==> config.mk <==
export PLATFORM = sky130hd
export DESIGN_NAME = codec_regbank
export DESIGN_NICKNAME = d
export VERILOG_FILES = /design/src/rtl/codec_regbank.sv
export SDC_FILE = /design/constraint.sdc
export NUM_CORES = 1
export LEC_CHECK = 0
export ABC_AREA = 1
export BUFFER_PORTS_ARGS = -buffer_cell sky130_fd_sc_hd__buf_2
export CORE_ASPECT_RATIO = 0.7
export CORE_MARGIN = 3
export CORE_UTILIZATION = 55
export CTS_CLUSTER_DIAMETER = 30
export DETAILED_ROUTE_END_ITERATION = 7
export PLACE_DENSITY = 0.84
export SYNTH_ARGS = -nofsm -noshare
export SYNTH_HDL_FRONTEND = slang
export SYNTH_SLANG_ARGS = --single-unit
==> constraint.sdc <==
create_clock -name clk -period 6 [get_ports clk]
set_input_delay 0.3 -clock clk [delete_from_list [all_inputs] [get_ports clk]]
set_output_delay 0.3 -clock clk [all_outputs]
set_load 0.03 [all_outputs]
==> src/rtl/codec_regbank.sv <==
module codec_regbank #(
  parameter int ADDR_W = 6,
  parameter int DATA_W = 32
) (
  input  logic              clk,
  input  logic              rst_n,
  input  logic              bus_wr,
  input  logic              bus_rd,
  input  logic [ADDR_W-1:0] bus_addr,
  input  logic [DATA_W/8-1:0] bus_be,
  input  logic [DATA_W-1:0] bus_wdata,
  output logic [DATA_W-1:0] bus_rdata,
  input  logic              play_wb_addr_en,
  input  logic [DATA_W-1:0] play_wb_addr,
  input  logic              play_wb_rem_en,
  input  logic [DATA_W-1:0] play_wb_rem,
  input  logic              cap_wb_addr_en,
  input  logic [DATA_W-1:0] cap_wb_addr,
  input  logic              cap_wb_rem_en,
  input  logic [DATA_W-1:0] cap_wb_rem,
  output logic [DATA_W-1:0] codec_ctrl,
  output logic [DATA_W-1:0] codec_addr,
  output logic [DATA_W-1:0] codec_dout,
  output logic [DATA_W-1:0] codec_din,
  output logic              play_en,
  output logic [DATA_W-1:0] play_addr,
  output logic [DATA_W-1:0] play_rem,
  output logic              cap_en,
  output logic [DATA_W-1:0] cap_addr,
  output logic [DATA_W-1:0] cap_rem,
  output logic              irq_req,
  output logic              irq_reply
);
  localparam int IDX_W  = ADDR_W - 2;
  localparam int NREG   = 11;
  localparam int I_CCTL = 0, I_CADR = 1, I_COUT = 2, I_CIN = 3;
  localparam int I_PCTL = 4, I_PADR = 5, I_PREM = 6, I_RSV = 7;
  localparam int I_KCTL = 8, I_KADR = 9, I_KREM = 10;

  logic [DATA_W-1:0] regs [NREG];
  logic [IDX_W-1:0]  idx;
  logic              hit;
  logic [NREG-1:0]   wsel;

  assign idx = bus_addr[ADDR_W-1:2];
  assign hit = (&bus_be) && (bus_addr[1:0] == 2'b00) &&
               (idx < IDX_W'(NREG)) && (idx != IDX_W'(I_RSV));

  for (genvar i = 0; i < NREG; i++) begin : g_sel
    assign wsel[i] = bus_wr && hit && (idx == IDX_W'(i));
  end

  always_ff @(posedge clk) begin
    if (!rst_n) begin
      for (int i = 0; i < NREG; i++) regs[i] <= '0;
    end else begin
      for (int i = 0; i < NREG; i++)
        if (wsel[i]) regs[i] <= (i == I_CCTL) ? (bus_wdata & ~DATA_W'(1)) : bus_wdata;
      if (play_wb_addr_en) regs[I_PADR] <= play_wb_addr;
      if (play_wb_rem_en)  regs[I_PREM] <= play_wb_rem;
      if (cap_wb_addr_en)  regs[I_KADR] <= cap_wb_addr;
      if (cap_wb_rem_en)   regs[I_KREM] <= cap_wb_rem;
    end
  end

  always_ff @(posedge clk) begin
    if (!rst_n) begin
      irq_req   <= 1'b0;
      irq_reply <= 1'b0;
    end else begin
      irq_req   <= wsel[I_CCTL] && bus_wdata[0] &&  bus_wdata[1];
      irq_reply <= wsel[I_CCTL] && bus_wdata[0] && !bus_wdata[1];
    end
  end

  assign bus_rdata  = (bus_rd && hit) ? regs[idx[3:0]] : '0;

  assign codec_ctrl = regs[I_CCTL];
  assign codec_addr = regs[I_CADR];
  assign codec_dout = regs[I_COUT];
  assign codec_din  = regs[I_CIN];
  assign play_en    = regs[I_PCTL][0];
  assign play_addr  = regs[I_PADR];
  assign play_rem   = regs[I_PREM];
  assign cap_en     = regs[I_KCTL][0];
  assign cap_addr   = regs[I_KADR];
  assign cap_rem    = regs[I_KREM];
endmodule

# Word-level counts from Yosys, hierarchy flattened
# Memories as Yosys holds them, arrays and structs flattened.
# Index checks and enable logic that the tools add are counted.
# word_totals
output_inout_bits	292
in_bits	178
ff_bits	2
mem_count	1
latch_bits	0
rom_bits	0
ramBits	352
word_cells	115
# classes
mux	62
addsub	0
div	0
order_cmp	1
mul	0
bitwise	15
n_shift	0
reduce_logical	23
eq_ne	11
# mem_list
memory	words	word_bits	read_ports	rd_ports_with_merged_regs	write_ports	line	text
regs	11	32	11	0	11	40	logic [DATA_W-1:0] regs [NREG];
# ops
cell	count
2-to-1 mux 32 bit	16
2-to-1 mux 1 bit	46
logical AND 1 bit	19
equality test 4 x 3 -> 1 bit, second input constant	4
bitwise OR 1 bit	15
equality test 4 bit, second input constant	3
equality test 4 x 2 -> 1 bit, second input constant	2
equality test 4 x 1 -> 1 bit, second input constant	1
zero test 4 bit	1
less-than comparator 4 bit, second input constant	1
inequality test 4 x 3 -> 1 bit, second input constant	1
AND reduction 4 bit	1
zero test 2 bit	1
zero test 1 bit	1

# Longest topological paths before layout
# Gate-level depths: netlist of the first run.
# depth
depth_word	11
ltp_mapped	10
ltp_nobuf	9

# Least setup slack after synthesis of the first run
# OpenSTA, ideal clock, no wires.
# synth_timing
kind	input to register
from	input bus_addr[3]
to	memory regs[1][0] (enable)
setup_ps	466
path_slack_ps	2260
required_time_ps	5534
path_stages	6
arrival_ps	3274
cell_sequence	buf_2 -> inv_2 -> nand2_2 -> buf_4 -> buf_2 -> o21ai_0
# synth_rtl
element	line	text
start, declared	9	input logic [ADDR_W-1:0] bus_addr,
end, declared	40	

# Final worst setup path of the first run
# layout_timing
from	input bus_addr[5]
to	output bus_rdata[2]
# layout_via
elab_chain_len	5
elab_cells_between_ends	7
cone_classes	order compare (1); eq/ne (1); mux (1); reduce/logical (3); memory (1)
# layout_rtl
element	line	text
less-than comparator 4 bit	47	(idx < IDX_W'(NREG)) && (idx != IDX_W'(I_RSV));
logical AND 1 bit	46	assign hit = (&bus_be) && (bus_addr[1:0] == 2'b00) &&
logical AND 1 bit	47	
logical AND 1 bit	76	assign bus_rdata = (bus_rd && hit) ? regs[idx[3:0]] : '0;
2-to-1 mux 32 bit *	76	
end, declared	12	output logic [DATA_W-1:0] bus_rdata,
# Mark *: on every way between the ends. The rest lies on a longest branch, timed or not.

==> reports/summary.txt, run 1 <==
crit path max fanout: 36
gr usage total: 39.4%
Post-Route WL: 65.5 mm
outcome: completed
Max stage delay on crit path: 0.80 ns
final hold violations: 0
Hold/Removal Path Class: input port to flop
Worst EP required: 5.70 ns
area of the mapped netlist: 16500 um^2
vias in the first global route: 14922
Post-CTS Setup Inserts: 0
final worst path period need: 3.49 ns
overflow left after global routing: 0
Worst setup EP type: output pin
fin cells: 2628
fraction of layout cells with a size suffix above 1: 27.4%
chip width: 213 um
P per Cell Area: 344 nW/um^2
overall power: 7440 uW
vias: 15841
post-route ant nets: 0
CTS tree: built
tightest slew margin relative to the limit: 15.4%
Worst VDD drop: 0.278 mV
worst-path cell chain: buf_2 > nor2_4 > inv_2 > nand2_2 > and3_1 > buf_4 > nand2_1 > nor2_1 > buf_2
cell count after synthesis: 1695
DRT Pass-1 Iters: 6
P_leak: 0.00955 uW
CTS Buf Count: 56
Arr. time, crit path: 3.19 ns
wire length per cell: 24.9 um
most used cell, CP: buf_2
Initial Util: 56.5%
asr flop ratio synth: 0%
EDFF count, synth: 351
Die Ht: 151 um
total of max-cap violations: 0
Setup CP Type: input port to output pin
Area Overhead vs Synth: 30.6%
register area share after synthesis: 64.0%
hold path depth: 3
Clock Sinks: 353
placed cell area: 19200 um^2
I/O pin cnt: 470
initial antenna violation count: 8
CTS max path bufs: 3
Port Buffer Count: 468
FMAX: 0.287 GHz
synth unique cells: 31
Site Rows: 52
synth warn: 0
hold_sp: cap_wb_addr[25]
PostCTS Resize Cnt: 0
Starting DRT DRC Count: 2329
setup TNS: 0 ns
Hold-fix buffers, CTS: 39
via-per-instance ratio: 6.03
Placer Congestion: 0.941
global-route wire length before repair: 92.9 mm
H-tree depth: 2
fin nets: 2372
# setup viols final: 0
Yosys reg bits: 353
critical path startpoint category: input port
dpl ws: 2.43 ns
DRC errors left: 0
HPWL after DPL: 44.6 mm
period utilisation layout: 58.1%
syn avg cell area: 9.76 um^2
largest net degree at the start of global routing: 77
worst-margin pin slew: 1.27 ns
die area: 32200 um^2
CP startpoint: bus_addr[5]
final worst slack: 2.51 ns
Finished Cell Area: 21600 um^2
CTS root buf: clkbuf_16
Pins Over Slew Limit: 0
Reg clk slew, reported paths: 0.05 ns
Core ar.: 29300 um^2
unrepaired setup endpoints after global routing: no
Main synth FF type: edfxtp_1
Inst Count DP: 2475
critical path's slowest cell: nor2_4
cell families (layout without fill, tap and decap cells):
| family | Yosys count | after routing | share of synthesized area [%] |
|---|---|---|---|
| buffers and inverters | 178 | 693 | 4.64 |
| AOI/OAI and AO/OA | 282 | 282 | 10.1 |
| DFF | 353 | 353 | 64.0 |
| other | 1 | 41 | 0.0227 |
| and+or+nand+nor | 881 | 881 | 21.2 |
per-layer routing:
layer  wire, um  vias to the layer above  GRT usage, %
li1           -                     6821             -
met1      21700                     7366          48.9
met2      31100                     1403          64.8
met3       8820                      249          9.86
met4       3900                        2          20.4
met5         13                        -             0
sequential cells by signal, summed over array words and instances (netlist names):
register   cells
irq_reply      1
irq_req        1
regs         351
through the flow:
| step | utilization, % | hold slack (ns) |
|---|---|---|
| finish | 73.8 | 0.00277 |
| floorplan | - | 0.379 |
| CTS | 73.7 | 0.00124 |
| global route | 73.8 | 0.0115 |
| global placement | 65.5 | 0.571 |
| detailed placement | 65.5 | 0.576 |
Yosys cell counts (all sizes together), types with 15 or more instances:
cell    count  area [um^2]
nor2      412         1570
o21bai     31          233
buf        56          310
nand3     104          531
o21ai     137          686
clkbuf     61          229
nand2     357         1350
inv        45          169
clkinv     16         60.1
a21boi     15          113
edfxtp    351        10500
o22ai      87          544
critical path, delay by kind of cell:
family | cells | cell delay, ns
buffers and inverters | 4 | 1.04
and+or+nand+nor | 5 | 1.82
report_power, final:
part	leakage (uW)	switching (uW)	internal (uW)
clock network	0.000974	1300	2190
registers	0.00348	127	2900
logic	0.00510	679	243
total	0.00955	2110	5330
layout by cell type (no fill, tap or decap), types with 8 or more instances in the layout:
| master | netlist | final |
|---|---|---|
| nand3_1 | 102 | 100 |
| a21boi_0 | 15 | 15 |
| dlygate4sd3_1 | 0 | 39 |
| buf_4 | 8 | 19 |
| edfxtp_1 | 351 | 351 |
| nand2_1 | 354 | 351 |
| diode_2 | 0 | 8 |
| o21bai_1 | 31 | 31 |
| nor2_1 | 405 | 404 |
| inv_6 | 0 | 10 |
| conb_1 | 1 | 33 |
| clkinv_1 | 16 | 20 |
| inv_1 | 40 | 40 |
| o22ai_1 | 87 | 87 |
| buf_2 | 38 | 468 |
| o21ai_0 | 137 | 132 |
| bufinv_16 | 0 | 10 |
| clkbuf_16 | 0 | 56 |
| o221ai_1 | 10 | 10 |
final timing paths:
check	endpoint	slack, ns
min	regs[9][25]	0.003
max	bus_rdata[2]	2.51
layout make-up:
cell class	count	area (um^2)
sequential	353	10600
fill	2063	7670
multi-input combinational	1196	5400
timing repair buffer	526	2880
clock buffer	61	1420
clock inverter	45	609
tap	378	473
inverter	61	229
antenna	8	20.0
Note: power is estimated with default switching activity, not from simulation.
==> run 2, diff against run 1 <==
--- a/config.mk
+++ b/config.mk
@@ -9,10 +9,10 @@
 export BUFFER_PORTS_ARGS = -buffer_cell sky130_fd_sc_hd__buf_2
 export CORE_ASPECT_RATIO = 0.7
 export CORE_MARGIN = 3
-export CORE_UTILIZATION = 55
+export CORE_UTILIZATION = 53
 export CTS_CLUSTER_DIAMETER = 30
 export DETAILED_ROUTE_END_ITERATION = 7
-export PLACE_DENSITY = 0.84
+export PLACE_DENSITY = 0.81
 export SYNTH_ARGS = -nofsm -noshare
 export SYNTH_HDL_FRONTEND = slang
 export SYNTH_SLANG_ARGS = --single-unit
==> constraint.sdc (replaced) <==
create_clock -name clk -period 3.58 [get_ports clk]
set_input_delay 0.179 -clock clk [delete_from_list [all_inputs] [get_ports clk]]
set_output_delay 0.179 -clock clk [all_outputs]
set_load 0.03 [all_outputs]
==> reports/summary.txt, run 2 (synthesis results as in run 1) <==
most frequent cells in the layout: buf_2, nor2_1, nand2_1
Worst VDD drop: 0.391 mV (+41%)
Inst Count DP: 2527 (+2.1%)
setup TNS: 0 ns (unchanged)
wire length per cell: 25.0 um (+0.39%)
fin cells: 2792 (+6.2%)
dpl ws: 0.897 ns (-1.53 ns)
worst-path cell chain: buf_2 > nand2_1 > inv_1 > buf_4 > nand2_1 > o21ai_0 > dlygate4sd3_1
final hold violations: 0 (unchanged)
Worst EP required: 4.03 ns (-1.67 ns)
DRC errors left: 0 (unchanged)
unrepaired setup endpoints after global routing: no
vias: 16816 (+6.2%)
initial antenna violation count: 6 (-2)
final worst slack: 0.854 ns (-1.66 ns)
Reg clk slew, reported paths: 0.05 ns (about the same)
vias in the first global route: 16005 (+7.3%)
FMAX: 0.367 GHz
CTS root buf: clkbuf_16
die area: 33400 um^2 (+3.6%)
most used cell, CP: nand2_1
Largest regs: regs (351), irq_reply (1), irq_req (1)
worst-margin pin slew: 1.32 ns (+0.0573 ns)
overflow left after global routing: 0 (unchanged)
I/O pin cnt: 470 (unchanged)
outcome: completed
P per Cell Area: 560 nW/um^2 (+63%)
Placer Congestion: 0.916 (-2.6%)
gr usage total: 40.4% (+0.96 points)
post-route ant nets: 0 (unchanged)
crit path max fanout: 32 (-11%)
DRT Pass-1 Iters: 6 (unchanged)
Finished Cell Area: 23000 um^2 (+6.3%)
HPWL after DPL: 46.7 mm (+4.7%)
placed cell area: 19400 um^2 (+0.98%)
Max stage delay on crit path: 0.80 ns (about the same)
Worst Hold Endpoint: regs[6][16]
fraction of layout cells with a size suffix above 1: 27.0% (-0.46 points)
largest net degree at the start of global routing: 61 (-21%)
Site Rows: 53 (+1.9%)
CTS Buf Count: 60 (+7.1%)
Initial Util: 54.5% (-2.0 points)
Worst setup EP type: flop
Area Overhead vs Synth: 38.9%
hold_sp: bus_wdata[16]
via-per-instance ratio: 6.02 (about the same)
hold path depth: 3 (unchanged)
Die Ht: 154 um (+1.8%)
commonest non-fill, non-tap cell in the layout: buf_2
overall power: 12900 uW (+73%)
Setup CP Type: input port to flop
Arr. time, crit path: 3.18 ns (about the same)
P_leak: 0.0102 uW (+6.7%)
critical path startpoint category: input port
Post-Route WL: 69.8 mm (+6.6%)
CTS tree: built
max FFs per register: 351 (unchanged)
FILL cells: 2130 (+3.2%)
Hold/Removal Path Class: input port to flop
fin nets: 2499 (+5.4%)
Starting DRT DRC Count: 2454 (+5.4%)
# setup viols final: 0 (unchanged)
CTS max path bufs: 3 (unchanged)
final worst path period need: 2.73 ns
period utilisation layout: 76.1%
Core ar.: 30400 um^2 (+3.7%)
global-route wire length before repair: 100 mm (+8.0%)
Clock Sinks: 353 (unchanged)
Top reg by flops: regs
tightest slew margin relative to the limit: 11.7% (-3.7 points)
total of max-cap violations: 0 (unchanged)
chip width: 217 um (+1.8%)
Port Buffer Count: 468 (unchanged)
H-tree depth: 2 (unchanged)
PostCTS Resize Cnt: 0 (unchanged)
Pins Over Slew Limit: 0 (unchanged)
critical path's slowest cell: inv_1
[run 2: cell count changes in the layout (fill, tap and decap cells not counted), moves of 2 or more]
cell	previous run	this run
dlygate4sd3_1	39	144
buf_4	19	36
clkbuf_16	56	61
clkinvlp_4	5	10
inv_8	4	0
clkinv_8	4	1
clkinv_2	3	5
[run 2: metrics by stage]
stage	utilization, %	hold slack (ns)
floorplan	-	0.258
global placement	63.7	0.444
detailed placement	63.7	0.449
CTS	75.6	0.00130
global route	75.6	0.0233
finish	75.6	0.0103
[run 2: where the power goes]
part	switching, uW	leakage [uW]	internal (uW)
registers	230	0.00348	4860
logic	1180	0.00569	488
clock network	2160	0.00102	3950
total	3570	0.0102	9300
[run 2: worst max path at each step]
stage	slack [ns]	endpoint	from
final	0.85	regs[6][17]	rst_n
after global placement	1.0	regs[6][3]	bus_addr[5]
after detailed placement	0.90	regs[3][9]	bus_addr[5]
after CTS	1.01	regs[6][17]	rst_n
after global routing	0.66	regs[6][17]	rst_n
after floorplan	0.02	regs[9][0]	bus_addr[3]
[run 2: what timing repair did]
action	4_1_cts	5_1_grt
hold buffers	144	0
hold endpoints to repair	113	0
setup buffers	0	0
[run 2: critical path, delay by kind of cell]
family	cells	cell delay, ns
buf+inv	4	2.24
simple gates	2	0.67
compound gates	1	0.09
[run 2: final cells by class]
cell class,instances,area (um^2),share of cell area (%)
Antenna cell,7,17.5,0.0763
Clock buffer,67,1550,6.74
Timing Repair Buffer,649,4070,17.7
Multi-Input combinational cell,1196,5400,23.5
Sequential cell,353,10600,46.1
Clock inverter,47,607,2.64
Tap cell,412,515,2.24
Inverter,61,229,0.997
[run 2: per-layer routing]
layer	track usage, %	vias up	part of all wire (%)
met5	0	-	0.019
met4	17.9	2	5.5
met3	8.97	282	13
met2	66.9	1562	47
met1	51.5	7895	34
li1	-	7075	-
